`src/rtl/subcarrier_edge_rx.sv`:
```
module subcarrier_edge_rx #(
  parameter int WORD_W     = 32,
  parameter int CNT_W      = 6,
  parameter int RESP_DELAY = 490,
  parameter int WIN_TICKS  = 150,
  parameter int BAND_LO    = 20,
  parameter int BAND_HI    = 60
) (
  input  logic              clk,
  input  logic              rst_n,
  input  logic              tick,
  input  logic              arm,
  input  logic [CNT_W-1:0]  bit_count,
  input  logic [WORD_W-1:0] key_mask,
  input  logic              sc_in,
  output logic [WORD_W-1:0] data_out,
  output logic              done
);
  localparam int TMAX = (RESP_DELAY > WIN_TICKS) ? RESP_DELAY : WIN_TICKS;
  localparam int TW = (TMAX > 1) ? $clog2(TMAX) : 1;
  localparam int EW = $clog2(WIN_TICKS + 1);
  localparam int BW = (WORD_W > 1) ? $clog2(WORD_W) : 1;
  localparam int NW = $clog2(WORD_W + 1);
  localparam logic [TW-1:0] DLY_LAST = TW'(RESP_DELAY - 1);
  localparam logic [TW-1:0] WIN_LAST = TW'(WIN_TICKS - 1);
  localparam logic [1:0] IDLE = 2'd0, WAITD = 2'd1, RECV = 2'd2;

  logic              s1, s2, lvl_q;
  logic [1:0]        st_q;
  logic [TW-1:0]     tcnt;
  logic [EW-1:0]     ecnt;
  logic [BW-1:0]     bidx;
  logic [NW-1:0]     n_q;
  logic [WORD_W-1:0] mask_q, word_q;

  wire              edge_now  = tick & (s2 ^ lvl_q);
  wire [EW-1:0]     ecnt_nxt  = ecnt + EW'(edge_now);
  wire              bit_one   = (int'(ecnt_nxt) > BAND_LO) && (int'(ecnt_nxt) < BAND_HI);
  wire [WORD_W-1:0] word_nxt  = word_q | (WORD_W'(bit_one) << bidx);
  wire              last_bit  = (NW'(bidx) + NW'(1)) == n_q;
  wire [NW-1:0]     n_clamped = (int'(bit_count) > WORD_W) ? NW'(WORD_W) : NW'(bit_count);

  always_ff @(posedge clk or negedge rst_n) begin
    if (!rst_n) begin
      s1 <= 1'b0;
      s2 <= 1'b0;
      lvl_q <= 1'b0;
      st_q <= IDLE;
      tcnt <= '0;
      ecnt <= '0;
      bidx <= '0;
      n_q <= '0;
      mask_q <= '0;
      word_q <= '0;
      data_out <= '0;
      done <= 1'b0;
    end else begin
      s1 <= sc_in;
      s2 <= s1;
      if (tick) lvl_q <= s2;
      done <= 1'b0;
      if (arm) begin
        st_q <= WAITD;
        n_q <= n_clamped;
        mask_q <= key_mask;
        word_q <= '0;
        data_out <= '0;
        tcnt <= '0;
        ecnt <= '0;
        bidx <= '0;
      end else if (tick) begin
        case (st_q)
          WAITD: begin
            if (tcnt == DLY_LAST) begin
              tcnt <= '0;
              if (n_q == '0) begin
                data_out <= mask_q;
                done <= 1'b1;
                st_q <= IDLE;
              end else begin
                st_q <= RECV;
              end
            end else begin
              tcnt <= tcnt + TW'(1);
            end
          end
          RECV: begin
            if (tcnt == WIN_LAST) begin
              tcnt <= '0;
              ecnt <= '0;
              word_q <= word_nxt;
              if (last_bit) begin
                data_out <= word_nxt ^ mask_q;
                done <= 1'b1;
                st_q <= IDLE;
              end else begin
                bidx <= bidx + BW'(1);
              end
            end else begin
              tcnt <= tcnt + TW'(1);
              ecnt <= ecnt_nxt;
            end
          end
          default: ;
        endcase
      end
    end
  end
endmodule

```
`config.mk`:
```
export PLATFORM = sky130hd
export DESIGN_NAME = subcarrier_edge_rx
export DESIGN_NICKNAME = d
export VERILOG_FILES = /design/src/rtl/subcarrier_edge_rx.sv
export SDC_FILE = /design/constraint.sdc
export NUM_CORES = 1
export LEC_CHECK = 0
export BUFFER_PORTS_ARGS = -buffer_cell sky130_fd_sc_hd__clkbuf_2
export CAP_MARGIN = 30
export CORE_ASPECT_RATIO = 0.75
export CORE_UTILIZATION = 40
export CTS_CLUSTER_DIAMETER = 40
export CTS_CLUSTER_SIZE = 12
export DETAILED_ROUTE_END_ITERATION = 7
export PLACE_DENSITY_LB_ADDON = 0.15
export RECOVER_POWER = 100
export SYNTH_ARGS = -nofsm -noshare
export SYNTH_HDL_FRONTEND = slang
export SYNTH_SLANG_ARGS = --single-unit
```
`constraint.sdc`:
```
create_clock -name clk -period 3.7 [get_ports clk]
set_clock_uncertainty 0.1 [all_clocks]
set_input_delay 0.74 -clock clk [delete_from_list [all_inputs] [get_ports clk]]
set_output_delay 0.74 -clock clk [all_outputs]
set_load 0.02 [all_outputs]
```
==> results.json <==
{
  "wl_per_cell_um": 17.9,
  "crit_family": "buffers and inverters",
  "first_iter_violations": 642,
  "worstSetupEndpointType": "flop",
  "crit_chain": "clkbuf_1, nor2_1, a211o_1, nor2_4, buf_4, a32oi_1, o21ai_0",
  "syn-instance-count": 690,
  "hold_class": "reg -> reg",
  "path_max_fanout": 34,
  "ctsHoldBuffers": 0,
  "worst_r2r_path_depth": 14,
  "path_buf_inv": 2,
  "ctsHtreeMaxLevel": 4,
  "drive_above_1_share": 0.156,
  "grt_start_max_net_pins": 55,
  "maxSlewHeadroom": -0.0977,
  "fin_tns_setup_ns": 0,
  "root_buffer": "clkbuf_16",
  "rsz0062_at_grt": "no",
  "placed_cells": 954,
  "synth_fp_nets": 741,
  "die_x_um": 151,
  "overflow": 0,
  "cp_slowest_cell": "clkbuf_1",
  "yosysSeqAreaShare": 0.491,
  "async_flop_share": 1.00,
  "yosys.cell_types.count": 61,
  "ir_worst_vdd_uv": 301,
  "p_per_area_nw_per_um2": 507,
  "synth_area_um2": 6630,
  "yosys_warnings": 0,
  "reg2reg_to": "data_out[9]$_DFFE_PN0P_",
  "worstSkewPairLatency_ns": 0.42,
  "finalHoldViolCount": 0,
  "fillers": 1516,
  "ant_nets": 0,
  "synthFlopType": "dfrtp_1",
  "cts_resized": 0,
  "dr.pass1.iters": 5,
  "setup_violations": 0,
  "grt_pass1_vias": 5514,
  "num_antenna_cells": 0,
  "max_stage_delay_ns": 1.16,
  "vias": 5643,
  "final_nets": 814,
  "cp.arrival_ns": 3.56,
  "rr_startpoint": "s2$_DFF_PN0_",
  "core_area_um2": 16100,
  "avgSynthCellArea_um2": 9.61,
  "cp_data_required_time_ns": 3.93,
  "initial_core_util": 0.411,
  "io_pins": 76,
  "die_area_um2": 17100,
  "slew_viol_final": 35,
  "antenna_found_initial": 0,
  "area_delta_synth_final_pct": 17.8,
  "clock-sinks": 130,
  "endpoint": "data_out[20]$_DFFE_PN0P_",
  "numPortBuffers": 75,
  "finalNonFillerCells": 986,
  "clk_path_buf_depth": 2,
  "leakage_nw": 3.28,
  "gp_congestion": 0.862,
  "maxCapViolCount": 2,
  "num_rows": 40,
  "numCtsBuffers": 17,
  "viasPerCell": 5.72,
  "failed_checks": "capacitance limit, slew limit",
  "path_depth": 7,
  "fin_crit_sh": 0.900,
  "grt_first_pass_wirelength_um": 29200,
  "die_h_um": 114,
  "status": "finished, violations left",
  "rrSetupSlack_ns": 0.38,
  "worst_pin_slew_ns": 1.65,
  "drc": 0,
  "startpoint_type": "primary input",
  "cts_tree": "built",
  "dp_hpwl_um": 11600,
  "path_clk_slew_ns": 0.06,
  "synth-seq-cells": 130,
  "timing.final.crit_period_ns": 3.33,
  "critical_path.startpoint": "arm",
  "grt_use_total": 0.221,
  "routed_wirelength_um": 17700,
  "post_cts_buffers": 0,
  "synth_edf_count": 0,
  "fmax_mhz": 300,
  "worst-setup-path-type": "in -> reg"
}
report_power, final:
group	switching, W	internal, W	total, W
Combinational	0.000441	0.000200	0.000640
Sequential	0.000100	0.00156	0.00166
Clock	0.000618	0.00104	0.00166
Total	0.00116	0.00280	0.00396
registers in the layout, summed over array words and instances, names as in the netlist, 2 cells and up:
signal    count
mask_q       32
n_q           6
data_out     32
st_q          2
tcnt          9
word_q       32
bidx          5
ecnt          8
worst min path at each step:
stage / from / end / slack, ns / cells after the start
global placement: s1$_DFF_PN0_ / s2$_DFF_PN0_ / 0.24 / 0
floorplan: s1$_DFF_PN0_ / s2$_DFF_PN0_ / 0.23 / 0
detailed placement: s1$_DFF_PN0_ / s2$_DFF_PN0_ / 0.24 / 0
finish: s1$_DFF_PN0_ / s2$_DFF_PN0_ / 0.26 / 0
CTS: s1$_DFF_PN0_ / s2$_DFF_PN0_ / 0.26 / 0
global route: s1$_DFF_PN0_ / s2$_DFF_PN0_ / 0.28 / 0
cells by family (layout without fill, tap and decap cells):
kind of cell / count (synthesis) / count (layout) / share of synthesized area
flip-flops: 130 / 130 / 0.491
AO/OA/AOI/OAI: 219 / 219 / 0.215
adder cells (fa/ha/maj): 8 / 8 / 0.0151
XOR/XNOR: 20 / 20 / 0.0275
multiplexers: 20 / 20 / 0.0336
AND/OR/NAND/NOR: 224 / 224 / 0.175
buffers and inverters: 69 / 155 / 0.0441
routing by layer:
metal	GRT usage	vias to the layer above	wire length, um
li1	-	2670	-
met5	0	-	0
met2	0.320	162	7670
met3	0.0460	17	931
met4	0.0753	0	224
met1	0.327	2794	8830
per-stage QoR:
stage                     setup WS, ns  cell area, um2  power (W)  hold slack (ns)   util
after floorplan                  0.563            6630    0.00210            0.231      -
after global placement           0.319            7350    0.00234            0.241  0.456
after detailed placement         0.246            7350    0.00236            0.238  0.456
after CTS                        0.524            7930    0.00404            0.262  0.492
after global routing             0.126            7810    0.00416            0.281  0.485
final                            0.371            7810    0.00396            0.255  0.485
area by class of cell:
class | count | area, um2 | share of cell area
well taps | 210 | 263 | 0.0336
clock inverters | 9 | 105 | 0.0135
inverters | 25 | 93.8 | 0.0120
repair buffers | 98 | 539 | 0.0690
flip-flops and latches | 130 | 3250 | 0.416
multi-input cells | 491 | 3080 | 0.394
clock buffers | 23 | 478 | 0.0612
layout by cell type, fill, tap and decap left out, drive strengths merged, types with 3 or more instances in the layout:
master  instances
a221oi         16
nand2b          9
o21ai          65
o22ai           4
dfrtp         130
o31ai           4
nor3b           4
clkbuf        103
nand3          14
nor4b           5
nand3b          4
nor2b          17
ha              8
mux2           18
xor2           14
xnor2           6
nand2          61
nand4           3
nor3           12
a22oi          16
a32oi          24
buf            18
inv            25
clkinv          6
nor4           10
a31oi          20
o211ai          8
a21oi          45
a21o            3
nor2           68
and3            5
synthesized netlist by cell type (3+ instances only):
master    instances  share of area
a21o_1            3         0.0034
a21oi_1          45          0.034
a221oi_1         16          0.021
a22oi_1          16          0.018
a31oi_1          20          0.019
a32oi_1          24          0.032
and3_1            5         0.0047
buf_2             9         0.0068
buf_4             4         0.0045
clkbuf_1         29          0.016
dfrtp_1         130           0.49
ha_1              8          0.015
inv_1            25          0.014
mux2_2           18          0.031
nand2_1          61          0.035
nand2b_1          9         0.0085
nand3_1          13         0.0098
nand3b_1          4         0.0045
nand4_1           3         0.0028
nor2_1           67          0.038
nor2b_1          17          0.016
nor3_1            9         0.0068
nor3_2            3         0.0045
nor3b_1           4         0.0045
nor4_1            5         0.0047
nor4_2            5         0.0094
nor4b_1           4         0.0053
o211ai_1          8         0.0091
o21ai_0          43          0.032
o21ai_1          22          0.017
o22ai_1           4         0.0038
o31ai_1           4         0.0045
xnor2_1           6         0.0079
xor2_1           13          0.017
Note: power is estimated with default switching activity, not from simulation.
